### src/rtl/sync_hunter_pkg.sv
package sync_hunter_pkg;

   typedef enum logic [1:0] {
      HM_MONO6  = 2'd0,
      HM_MONO8  = 2'd1,
      HM_BISYNC = 2'd2,
      HM_WORD16 = 2'd3
   } hunt_mode_e;

   function automatic logic is_pair(input hunt_mode_e m);
      return (m == HM_BISYNC) || (m == HM_WORD16);
   endfunction

endpackage

### src/rtl/sync_match.sv
module sync_match
   import sync_hunter_pkg::*;
#(
   parameter int PAT_W = 8
)(
   input  logic             clk,
   input  logic             rst_n,
   input  logic             clr,
   input  logic             shift,
   input  logic             bit_in,
   input  hunt_mode_e       mode,
   input  logic [PAT_W-1:0] pat_a,
   input  logic [PAT_W-1:0] pat_b,
   output logic             match
);

   localparam int SR_W = 2 * PAT_W;
   localparam int FW   = $clog2(SR_W + 1);
   localparam int SHORT_W = PAT_W - 2;

   logic [SR_W-1:0] sr_q, sr_nxt;
   logic [FW-1:0]   fill_q, fill_nxt;
   logic [SR_W-1:0] target, mask;
   logic [FW-1:0]   need;

   assign sr_nxt   = {sr_q[SR_W-2:0], bit_in};
   assign fill_nxt = (fill_q < FW'(SR_W)) ? fill_q + 1'b1 : fill_q;

   always_comb begin
      target = '0;
      mask   = '0;
      need   = '0;
      unique case (mode)
         HM_MONO6: begin
            target[SHORT_W-1:0] = pat_a[SHORT_W-1:0];
            mask[SHORT_W-1:0]   = '1;
            need = FW'(SHORT_W);
         end
         HM_MONO8: begin
            target[PAT_W-1:0] = pat_a;
            mask[PAT_W-1:0]   = '1;
            need = FW'(PAT_W);
         end
         default: begin
            target = {pat_a, pat_b};
            mask   = '1;
            need   = FW'(SR_W);
         end
      endcase
   end

   assign match = shift && (fill_nxt >= need) && (((sr_nxt ^ target) & mask) == '0);

   always_ff @(posedge clk) begin
      if (!rst_n || clr) begin
         sr_q   <= '0;
         fill_q <= '0;
      end else if (shift) begin
         sr_q   <= sr_nxt;
         fill_q <= fill_nxt;
      end
   end

endmodule

### src/rtl/char_frame.sv
module char_frame #(
   parameter int CHAR_MAX = 8
)(
   input  logic                clk,
   input  logic                rst_n,
   input  logic                clr,
   input  logic                shift,
   input  logic                bit_in,
   input  logic [1:0]          len_code,
   output logic                done,
   output logic [CHAR_MAX-1:0] word,
   output logic [CHAR_MAX-1:0] len_mask
);

   localparam int CW = $clog2(CHAR_MAX + 1);

   logic [CHAR_MAX-1:0] acc_q, acc_nxt;
   logic [CW-1:0]       cnt_q;
   logic [CW-1:0]       len;

   assign len      = CW'(CHAR_MAX - 3) + CW'(len_code);
   assign len_mask = {CHAR_MAX{1'b1}} >> (CW'(CHAR_MAX) - len);
   assign acc_nxt  = {acc_q[CHAR_MAX-2:0], bit_in};
   assign done     = shift && (cnt_q == len - 1'b1);
   assign word     = acc_nxt & len_mask;

   always_ff @(posedge clk) begin
      if (!rst_n || clr) begin
         acc_q <= '0;
         cnt_q <= '0;
      end else if (done) begin
         acc_q <= '0;
         cnt_q <= '0;
      end else if (shift) begin
         acc_q <= acc_nxt;
         cnt_q <= cnt_q + 1'b1;
      end
   end

endmodule

### src/rtl/strip_filter.sv
module strip_filter
   import sync_hunter_pkg::*;
#(
   parameter int PAT_W    = 8,
   parameter int CHAR_MAX = 8
)(
   input  hunt_mode_e          mode,
   input  logic                strip_dis,
   input  logic [CHAR_MAX-1:0] word,
   input  logic [CHAR_MAX-1:0] len_mask,
   input  logic [PAT_W-1:0]    pat_a,
   input  logic [PAT_W-1:0]    pat_b,
   output logic                drop
);

   logic eq_a, eq_b;

   assign eq_a = ((word ^ pat_a[CHAR_MAX-1:0]) & len_mask) == '0;
   assign eq_b = ((word ^ pat_b[CHAR_MAX-1:0]) & len_mask) == '0;

   always_comb begin
      drop = 1'b0;
      if (!strip_dis) begin
         if (mode == HM_MONO8)
            drop = eq_a;
         else if (mode == HM_BISYNC)
            drop = eq_a || eq_b;
      end
   end

endmodule

### src/rtl/sync_hunter.sv
module sync_hunter
   import sync_hunter_pkg::*;
#(
   parameter int PAT_W    = 8,
   parameter int CHAR_MAX = 8
)(
   input  logic                clk,
   input  logic                rst_n,
   input  logic                bit_in,
   input  logic                bit_vld,
   input  logic                hunt_cmd,
   input  logic [1:0]          mode,
   input  logic [PAT_W-1:0]    pat_a,
   input  logic [PAT_W-1:0]    pat_b,
   input  logic [1:0]          char_len,
   input  logic                strip_dis,
   output logic                hunting,
   output logic                sync_det,
   output logic [CHAR_MAX-1:0] char_out,
   output logic                char_vld
);

   generate
      if (PAT_W < 6) begin : g_bad_pat
         $error("PAT_W must be at least 6");
      end
      if (CHAR_MAX < 4 || CHAR_MAX > PAT_W) begin : g_bad_char
         $error("CHAR_MAX must lie in 4..PAT_W");
      end
   endgenerate

   hunt_mode_e          mode_e;
   logic                hunt_shift, frame_shift;
   logic                match, done, drop;
   logic [CHAR_MAX-1:0] word, len_mask;

   assign mode_e      = hunt_mode_e'(mode);
   assign hunt_shift  = hunting  && bit_vld && !hunt_cmd;
   assign frame_shift = !hunting && bit_vld && !hunt_cmd;

   sync_match #(.PAT_W(PAT_W)) u_match (
      .clk    (clk),
      .rst_n  (rst_n),
      .clr    (hunt_cmd),
      .shift  (hunt_shift),
      .bit_in (bit_in),
      .mode   (mode_e),
      .pat_a  (pat_a),
      .pat_b  (pat_b),
      .match  (match)
   );

   char_frame #(.CHAR_MAX(CHAR_MAX)) u_frame (
      .clk      (clk),
      .rst_n    (rst_n),
      .clr      (hunt_cmd),
      .shift    (frame_shift),
      .bit_in   (bit_in),
      .len_code (char_len),
      .done     (done),
      .word     (word),
      .len_mask (len_mask)
   );

   strip_filter #(.PAT_W(PAT_W), .CHAR_MAX(CHAR_MAX)) u_strip (
      .mode      (mode_e),
      .strip_dis (strip_dis),
      .word      (word),
      .len_mask  (len_mask),
      .pat_a     (pat_a),
      .pat_b     (pat_b),
      .drop      (drop)
   );

   always_ff @(posedge clk) begin
      if (!rst_n) begin
         hunting  <= 1'b1;
         sync_det <= 1'b0;
         char_vld <= 1'b0;
         char_out <= '0;
      end else begin
         sync_det <= 1'b0;
         char_vld <= 1'b0;
         if (hunt_cmd) begin
            hunting <= 1'b1;
         end else if (match) begin
            hunting  <= 1'b0;
            sync_det <= 1'b1;
         end
         if (done && !drop) begin
            char_vld <= 1'b1;
            char_out <= word;
         end
      end
   end

endmodule

### config.mk
export PLATFORM = sky130hd
export DESIGN_NAME = sync_hunter
export DESIGN_NICKNAME = d
export VERILOG_FILES = /design/src/rtl/sync_hunter_pkg.sv /design/src/rtl/sync_match.sv /design/src/rtl/char_frame.sv /design/src/rtl/strip_filter.sv /design/src/rtl/sync_hunter.sv
export SDC_FILE = /design/constraint.sdc
export NUM_CORES = 1
export LEC_CHECK = 0
export ABC_AREA = 1
export ABC_CLOCK_PERIOD_IN_PS = 2000
export BUFFER_PORTS_ARGS = -buffer_cell sky130_fd_sc_hd__buf_4
export CAP_MARGIN = 20
export CELL_PAD_IN_SITES_DETAIL_PLACEMENT = 1
export CELL_PAD_IN_SITES_GLOBAL_PLACEMENT = 1
export CORE_MARGIN = 3
export CORE_UTILIZATION = 40
export CTS_BUF_LIST = sky130_fd_sc_hd__clkbuf_16
export CTS_CLUSTER_DIAMETER = 200
export DETAILED_ROUTE_END_ITERATION = 8
export GPL_ROUTABILITY_DRIVEN = 0
export HOLD_SLACK_MARGIN = 0.03
export PLACE_DENSITY = 0.82
export RECOVER_POWER = 50
export SETUP_SLACK_MARGIN = 0.05
export SLEW_MARGIN = 10
export SYNTH_ARGS = -nofsm -noshare
export SYNTH_HDL_FRONTEND = slang
export SYNTH_SLANG_ARGS = --single-unit
### constraint.sdc
create_clock -name clk -period 2 [get_ports clk]
set_input_delay 0 -clock clk [delete_from_list [all_inputs] [get_ports clk]]
set_output_delay 0 -clock clk [all_outputs]
set_load 0.02 [all_outputs]
Word-level counts from Yosys, hierarchy flattened
Cells that the tools add are included.
{ "classes": {"magnitude_cmp": 2, "bitwise_logic": 8, "n_eq_ne": 3, "n_shift": 1, "mux": 12, "reduce_logical": 21, "addsub": 5} }
{ "ops": {"columns": ["op", "count"], "rows": [
  ["$and 8x8->8", 3],
  ["$and 16x16->16", 1],
  ["$logic_not 16->1", 1],
  ["$logic_not 8->1", 2],
  ["$mux 8", 2],
  ["$xor 16x16->16", 1],
  ["$xor 8x8->8", 2],
  ["$pmux 5 s2", 1],
  ["$logic_and 1x1->1", 8],
  ["$shr 8x4->8 const A", 1],
  ["$mux 6", 1],
  ["$reduce_or 2->1", 3],
  ["$add 5x1->5 const B", 1],
  ["$ge 5x5->1", 1],
  ["$lt 5x5->1 const B", 1],
  ["$mux 1", 5],
  ["$mux 5", 1],
  ["$add 3x2->4 const A", 1],
  ["$add 4x1->4 const B", 1],
  ["$eq 4x4->1", 1],
  ["$logic_not 1->1", 4],
  ["$pmux 2 s2", 1],
  ["$sub 4x1->4 const B", 1],
  ["$sub 4x4->4 const A", 1],
  ["other kinds (6)", 7]
]} }
{ "totals": {"wordCells": 60, "regBits": 42, "in_bits": 26} }

Longest topological paths before layout
Gate-level depths: netlist of the first run.
{ "depth": {"ltp_word": 14, "ltp_mapped": 15} }

Cells and area by module
Synthesis of the first run repeated with hierarchy kept, for this count alone.
{ "hier_totals": {"cells_unflattened": 464, "hier_area_um2": 2829.0} }
{ "by_module_without_submodules": {"columns": ["module", "instances", "area_per_inst_um2", "cells_per_inst"], "rows": [
  ["sync_match", 1, 1350.0, 218],
  ["char_frame", 1, 660.6, 96],
  ["sync_hunter", 1, 457.9, 65],
  ["strip_filter", 1, 360.3, 85]
]} }

Worst setup path before layout of the first run
OpenSTA, ideal clock, no wires.
{ "synth_timing": {"path_kind": "register to register", "start": "register u_match.fill_q[0]", "end": "register hunting", "path_buffers": 0, "required_ns": 1.891, "synth_period_minus_slack_ns": 1.677, "arrival_time_ns": 1.568, "slack_ns": 0.323, "stages_incl_launch_ff": 13, "cell_sequence": "dfxtp_1 ha_1 nand2_1 xor2_1 inv_1 ha_1 inv_1 o21bai_1 a31oi_1 nand2_1 nand4_1 nand2_1 inv_1"} }
{ "synth_via": {"elab_chain_len": 5} }
{ "synth_lines": {"columns": ["item", "line", "text"], "rows": [
  ["start: declaration", "sync_match.sv:22", "logic [FW-1:0] fill_q, fill_nxt;"],
  ["start signal: assignment", "sync_match.sv:60", "fill_q <= fill_nxt;"],
  ["$add 5x1->5 / $lt 5x5->1 (equally long branches)", "sync_match.sv:27", "assign fill_nxt = (fill_q < FW'(SR_W)) ? fill_q + 1'b1 : fill_q;"],
  ["$mux 5 (*)", "sync_match.sv:27", null],
  ["net u_match.fill_nxt[2]", "sync_match.sv:22", null],
  ["$ge 5x5->1 (*)", "sync_match.sv:52", "assign match = shift && (fill_nxt >= need) && (((sr_nxt ^ target) & mask) == '0);"],
  ["$logic_and 1x1->1 (*) (2 in series)", "sync_match.sv:52", null],
  ["end signal: assignment", "sync_hunter.sv:77", "hunting <= 1'b1;"],
  ["end signal: assignment", "sync_hunter.sv:85", "hunting <= 1'b1;"],
  ["end signal: assignment", "sync_hunter.sv:87", "hunting <= 1'b0;"],
  ["end: declaration", "sync_hunter.sv:17", "output logic hunting,"]
]} }
The timed path passes the listed nets; every way through them passes the cells marked *.
A chain may end at the register's enable or synchronous reset.

Worst setup path in the final report of the first run
Same ends and word-level chain as after synthesis.

==> metrics, run 1 <==
final setup fails=0; max_cap viols=0; vias in the first global route=2792; fin crit share=91.3%; FFs w/ async S/R, synth=0%; Post-route DRC=0; Core ar.=0.00603 mm2; initial antenna violation count=0; f_max=548 MHz; vias post-DR=2683; P&R area growth vs syn=19.7%; vias per inst=5.34; syn_area_per_cell=6.61 um2; drt pass-1 iters=4; Worst-path clk slew=0.06 ns; syn_nets=421; Fin. Hold Viols=0; commonest non-fill, non-tap cells in the layout=nand2_1, inv_1, nor2_1, dfxtp_1, buf_4; total track usage=22.5%; Die W=85.8 um; Post-Route WL=7840 um; Initial Util=42.3%; register area share after synthesis=33.0%; Detail Placement HPWL=5980 um; Die Y=85.8 um; Area after DPL=0.00291 mm2; setup_tns=0 ns; Syn. warnings=0; CTS Sinks=42; Setup Skew=0.00520 ns; Diodes inserted=0; largest area contributor in the netlist=dfxtp_1; leakage=1.39 nW; htree depth=2; #FFs+latches synth=42; CTS tree=built; CP bufs+invs=3; cell area after layout=0.00305 mm2; pwr/cell area=626 mW/mm2; Crit Path Category=reg -> reg; Yosys top cell area share=33.0%; Worst Setup Start Kind=flop; die area=0.00736 mm2; drt initial violations=118; pin count of the biggest net entering global routing=22; crit-path cells=ha_4 -> nand2_2 -> xor2_2 -> inv_1 -> ha_1 -> inv_1 -> o21bai_1 -> a31oi_1 -> nand2_1 -> nand4_1 -> nand2_1 -> inv_1; Req. time, crit path=2.18 ns; Setup crit end kind=flop; routed wire length per instance=15.6 um; Final nets=463; Critical Path Slowest Stage Cell=dfxtp_2; CP top delay family=adder cells; top post-synthesis cells by area=dfxtp_1, nand2_1, inv_1; RSZ-0062 raised after global routing=true; Slew Limit Fails=0; Skew-Pair Late Insertion Delay=0.28 ns; relative slew slack=72.3%; IO Count=37; Primary FF master, synth=dfxtp_1; status=completed; most common cell after layout, fill and taps aside=nand2_1; Overflow after GRT=0; clock buffer depth=2; VDD IR max=0.294 mV; critical path fanouts, max=3; Least-Margin Pin Slew=0.415 ns; Root Buffer=clkbuf_16; layout cells sized above 1=13.8%; Crit path arrival time=2.01 ns; CP peak stage delay=0.34 ns; Worst Hold Class=in -> reg; first-pass GRT wire length=13200 um; Syn Std Cell Area=0.00255 mm2; number of flops mapped to enable cells by yosys=0; Core Rows=28; post-route ant nets=0; Mapped Cells=385; minimum clock period=1.83 ns; number of port buffers=36; Num CTS Buffers=5; Unique masters post-synth=35; cell mode on critical path=inv_1
==> path summary, 6_finish.rpt <==
| check | start | endpoint | slack (ns) | cells past startpoint |
|---|---|---|---|---|
| min | bit_in | u_frame.acc_q[0] | 0.05 | 3 |
| max | u_match.fill_q[0] | hunting | 0.17 | 12 |
| max reg2reg | u_match.fill_q[0] | hunting | 0.17 | 12 |
| min reg2reg | char_out[5] | char_out[5] | 0.47 | 2 |
==> routing by layer <==
| layer | vias up | part of all wire (%) | global-route usage [%] |
|---|---|---|---|
| met3 | 14 | 3.5 | 3.55 |
| met5 | - | 0 | 0 |
| li1 | 1324 | - | - |
| met2 | 52 | 48 | 39.1 |
| met1 | 1293 | 46 | 28.5 |
| met4 | 0 | 1.9 | 6.62 |
==> timing repair <==
item / in CTS / in global routing
hold endpoints to repair: 2 / 0
resized for setup: 0 / 8
setup endpoints to repair: 0 / 6
hold buffers: 1 / 0
buffers inserted: 0 / 1
==> through the flow <==
step                cells  utilization, %  hold WS [ns]  worst slack [ns]  total power [W]
floorplan             385               -         0.151             0.323          0.00104
global placement      493            48.3         0.318             0.243          0.00115
detailed placement    493            48.3         0.320             0.171          0.00115
CTS                   501            50.7        0.0491            0.0681          0.00192
global route          502            50.6        0.0592            0.0136          0.00199
finish                502            50.6        0.0505             0.175          0.00191
==> power breakdown <==
group          total (W)  leakage [nW]  switching (W)  internal (W)
Combinational   0.000287         0.977       0.000174      0.000113
Sequential      0.000859         0.341      0.0000102      0.000849
Clock           0.000763        0.0723       0.000316      0.000447
==> cell families (layout without fill, tap and decap cells) <==
| family | count (synthesis) | in the layout | synth area share [%] |
|---|---|---|---|
| compound gates | 65 | 65 | 13.5 |
| fa+ha+maj | 10 | 10 | 4.91 |
| buf+inv | 66 | 108 | 10.8 |
| flops | 42 | 42 | 33.0 |
| mux | 1 | 1 | 0.393 |
| xor+xnor | 16 | 16 | 5.50 |
| simple gates | 185 | 185 | 31.8 |
==> worst register-to-register path, cell delays in order, from the launching register on <==
cell,delay (ns)
dfxtp_2,0.34
ha_4,0.17
nand2_2,0.08
xor2_2,0.15
inv_1,0.06
ha_1,0.29
inv_1,0.05
o21bai_1,0.14
a31oi_1,0.10
nand2_1,0.09
nand4_1,0.12
nand2_1,0.10
inv_1,0.04
==> synth_stat cells (2+ instances only) <==
cell type and instances:
xnor2_1 10, xor2_1 6, a21oi_1 26, nor3b_1 2, nand3_1 22, nor2_1 43, nand2_1 90, nand4_1 17
o211ai_1 3, o21ai_0 28, inv_2 2, inv_1 49, nand2_2 3, buf_6 2, o21ai_1 2, clkbuf_1 5
dfxtp_1 42, buf_2 4, ha_1 10, buf_4 2, nor3_1 2, o22ai_1 2
==> area by class of cell <==
type                    instances  area, um2
repair buffers                 49        327
inverters                      52        195
flip-flops and latches         42        845
multi-input cells             277       1460
clock inverters                 2       7.51
well taps                      75       93.8
fillers                       818       2980
clock buffers                   5        125
==> sequential cells by signal (all words and copies together), names as in the netlist <==
name	flops
u_match.sr_q	15
char_out	8
u_frame.acc_q	7
u_match.fill_q	5
u_frame.cnt_q	4
char_vld	1
hunting	1
sync_det	1
Power figures use the tool's default switching activity.
==> run 2: changes to the inputs <==
CORE_UTILIZATION = 30   (was 40)
PLACE_DENSITY = 0.65   (was 0.82)
==> run 2 against run 1 <==
Effect of this change:
- clock power is 36% higher
- critical path depth unchanged
- fmax up 2.8%
- critical endpoint unchanged
==> metrics, run 2 (synthesized netlist as in run 1, its figures left out) <==
status=completed; Critical Path Slowest Stage Cell=dfxtp_2; fin crit share=88.8% (-2.5 points); initial antenna violation count=0 (unchanged); reg-to-reg critical path startpoint=u_match.fill_q[0]; CTS tree=built; vias per inst=4.83 (-9.6%); Setup crit end kind=flop; Crit Path Category=reg -> reg; minimum clock period=1.78 ns (-0.0498 ns); pin count of the biggest net entering global routing=22 (unchanged); Diodes inserted=0 (unchanged); fin worst setup slack=0.224 ns (+0.0498 ns); Worst Setup Start Kind=flop; RSZ-0062 raised after global routing=false; IO Count=37 (unchanged); Fin. Hold Viols=0 (unchanged); first-pass GRT wire length=13000 um (-1.2%); DP Worst Slack=0.146 ns (-0.0259 ns); Overflow after GRT=0 (unchanged); Initial Util=32.0% (-10 points); r2r setup slk=0.22 ns (+0.05 ns); cell area after layout=0.00311 mm2 (+2.0%); multi-input combinational cell area=0.00144 mm2 (-0.86%); cell mode on critical path=inv_1; Req. time, crit path=2.18 ns (about the same); vias post-DR=2550 (-5.0%); capturing point of the worst reg2reg path=hunting; clock buffer depth=2 (unchanged); commonest non-fill, non-tap cells in the layout=nand2_1, inv_1, nor2_1, dfxtp_1, buf_4; Slew Limit Fails=0 (unchanged); crit-path cells=ha_2 -> nand2_2 -> xor2_2 -> inv_1 -> ha_1 -> inv_1 -> o21bai_1 -> a31oi_1 -> nand2_1 -> nand4_1 -> nand2_1 -> inv_1; Die W=98.1 um (+14%); # fillers=1052 (+29%); pwr/cell area=699 mW/mm2 (+12%); critical path fanouts, max=4 (+1); setup_tns=0 ns (unchanged); HP Start=bit_vld; CP peak stage delay=0.34 ns (about the same); Worst Hold Class=in -> reg; Hold EP=u_frame.cnt_q[1]; biggest regs=u_match.sr_q: 15 flops, char_out: 8 flops, u_frame.acc_q: 7 flops; Post-Route WL=7720 um (-1.5%); post-route ant nets=0 (unchanged); Final nets=461 (-0.43%); R2R depth=12 (unchanged); relative slew slack=73.8% (+1.5 points); setup repair bufs after CTS=0 (unchanged); routed wire length per instance=14.6 um (-6.3%); Root Buffer=clkbuf_16; Post-route DRC=0 (unchanged); worst hold path cell count=3 (unchanged); Skew-Pair Late Insertion Delay=0.28 ns (about the same); VDD IR max=0.265 mV (-10%); total power=0.00217 W (+14%); leakage=1.40 nW (+0.56%); Worst-path clk slew=0.06 ns (about the same); CP bufs+invs=3 (unchanged); drt initial violations=74 (-37%); Detail Placement HPWL=6090 um (+1.9%); Die Y=98.1 um (+14%); Core ar.=0.00797 mm2 (+32%); number of flip-flops under the largest register name=15 (unchanged); vias in the first global route=2541 (-9.0%); P&R area growth vs syn=22.1%; CP top delay family=adder cells; f_max=563 MHz (+2.8%); CTS Sinks=42 (unchanged); Area after DPL=0.00294 mm2 (+0.90%); Core Rows=32 (+14%); drt pass-1 iters=4 (unchanged); hold_ws=0.0689 ns (+0.0183 ns); htree depth=2 (unchanged); most common cell after layout, fill and taps aside=nand2_1; register with the most flip-flops=u_match.sr_q; max_cap viols=0 (unchanged); Least-Margin Pin Slew=0.393 ns (-0.0217 ns); layout cells sized above 1=13.4% (-0.44 points); Crit path arrival time=1.96 ns (-0.05 ns); register area=843 um2 (-0.15%); die area=0.00963 mm2 (+31%); Num CTS Buffers=5 (unchanged); Setup Skew=0.00443 ns (-0.000762 ns); total track usage=16.6% (-5.9 points); number of port buffers=36 (unchanged); final setup fails=0 (unchanged)
[run 2: cell types whose count changed in the layout (fill, tap and decap cells not counted)]
| cell | previous run | this run |
|---|---|---|
| dfxtp_1 | 39 | 40 |
| nand2_2 | 5 | 4 |
| dfxtp_2 | 3 | 2 |
| ha_4 | 1 | 0 |
| ha_2 | 0 | 1 |
| clkinv_1 | 1 | 2 |
| bufinv_16 | 0 | 2 |
| buf_4 | 36 | 34 |
| inv_1 | 51 | 49 |
| nand2_1 | 88 | 89 |
[run 2: worst max-delay path by stage]
stage	from	to	slack [ns]	depth (start not counted)
after floorplan	u_match.fill_q[0]	hunting	0.32	12
after global placement	u_match.fill_q[0]	hunting	0.24	12
after detailed placement	u_match.fill_q[0]	hunting	0.15	12
after CTS	u_match.fill_q[0]	hunting	0.14	12
after global routing	u_frame.acc_q[0]	char_out[7]	0.07	12
final	u_match.fill_q[0]	hunting	0.22	12
[run 2: area by class of cell]
class | count | share of cell area [%]
multi-input cells | 277 | 46.4
repair buffers | 47 | 10.0
clock buffers | 5 | 4.02
flip-flops and latches | 42 | 27.1
well taps | 102 | 4.10
inverters | 52 | 6.28
clock inverters | 3 | 2.05
[run 2: tightest hold or removal path, cell delays in order]
cell     delay, ns
buf_4         0.15
nand4_1       0.09
a21oi_1       0.06
[run 2: through the flow]
| step | utilization (%) | std cells |
|---|---|---|
| after floorplan | - | 385 |
| after global placement | 36.9 | 519 |
| after detailed placement | 36.9 | 519 |
| after CTS | 39.4 | 528 |
| after global routing | 39.0 | 528 |
| final | 39.0 | 528 |
[run 2: timing repair]
| action | CTS | global route |
|---|---|---|
| setup endpoints to repair | 0 | 2 |
| hold buffers | 1 | 0 |
| endpoints found under the hold margin | 1 | 0 |
| gates resized for setup | 0 | 5 |
[run 2: per-layer routing]
layer,global-route usage [%],part of all wire (%),up-vias
met2,26.4,46,35
met3,2.93,3.3,9
met5,0,0,-
met4,4.47,1.2,0
met1,23.1,49,1185
li1,-,-,1321
[run 2: power breakdown]
part	switching, W	internal (W)
Combinational	0.000168	0.000109
Clock	0.000328	0.000711
Sequential	0.00000961	0.000849
Total	0.000505	0.00167
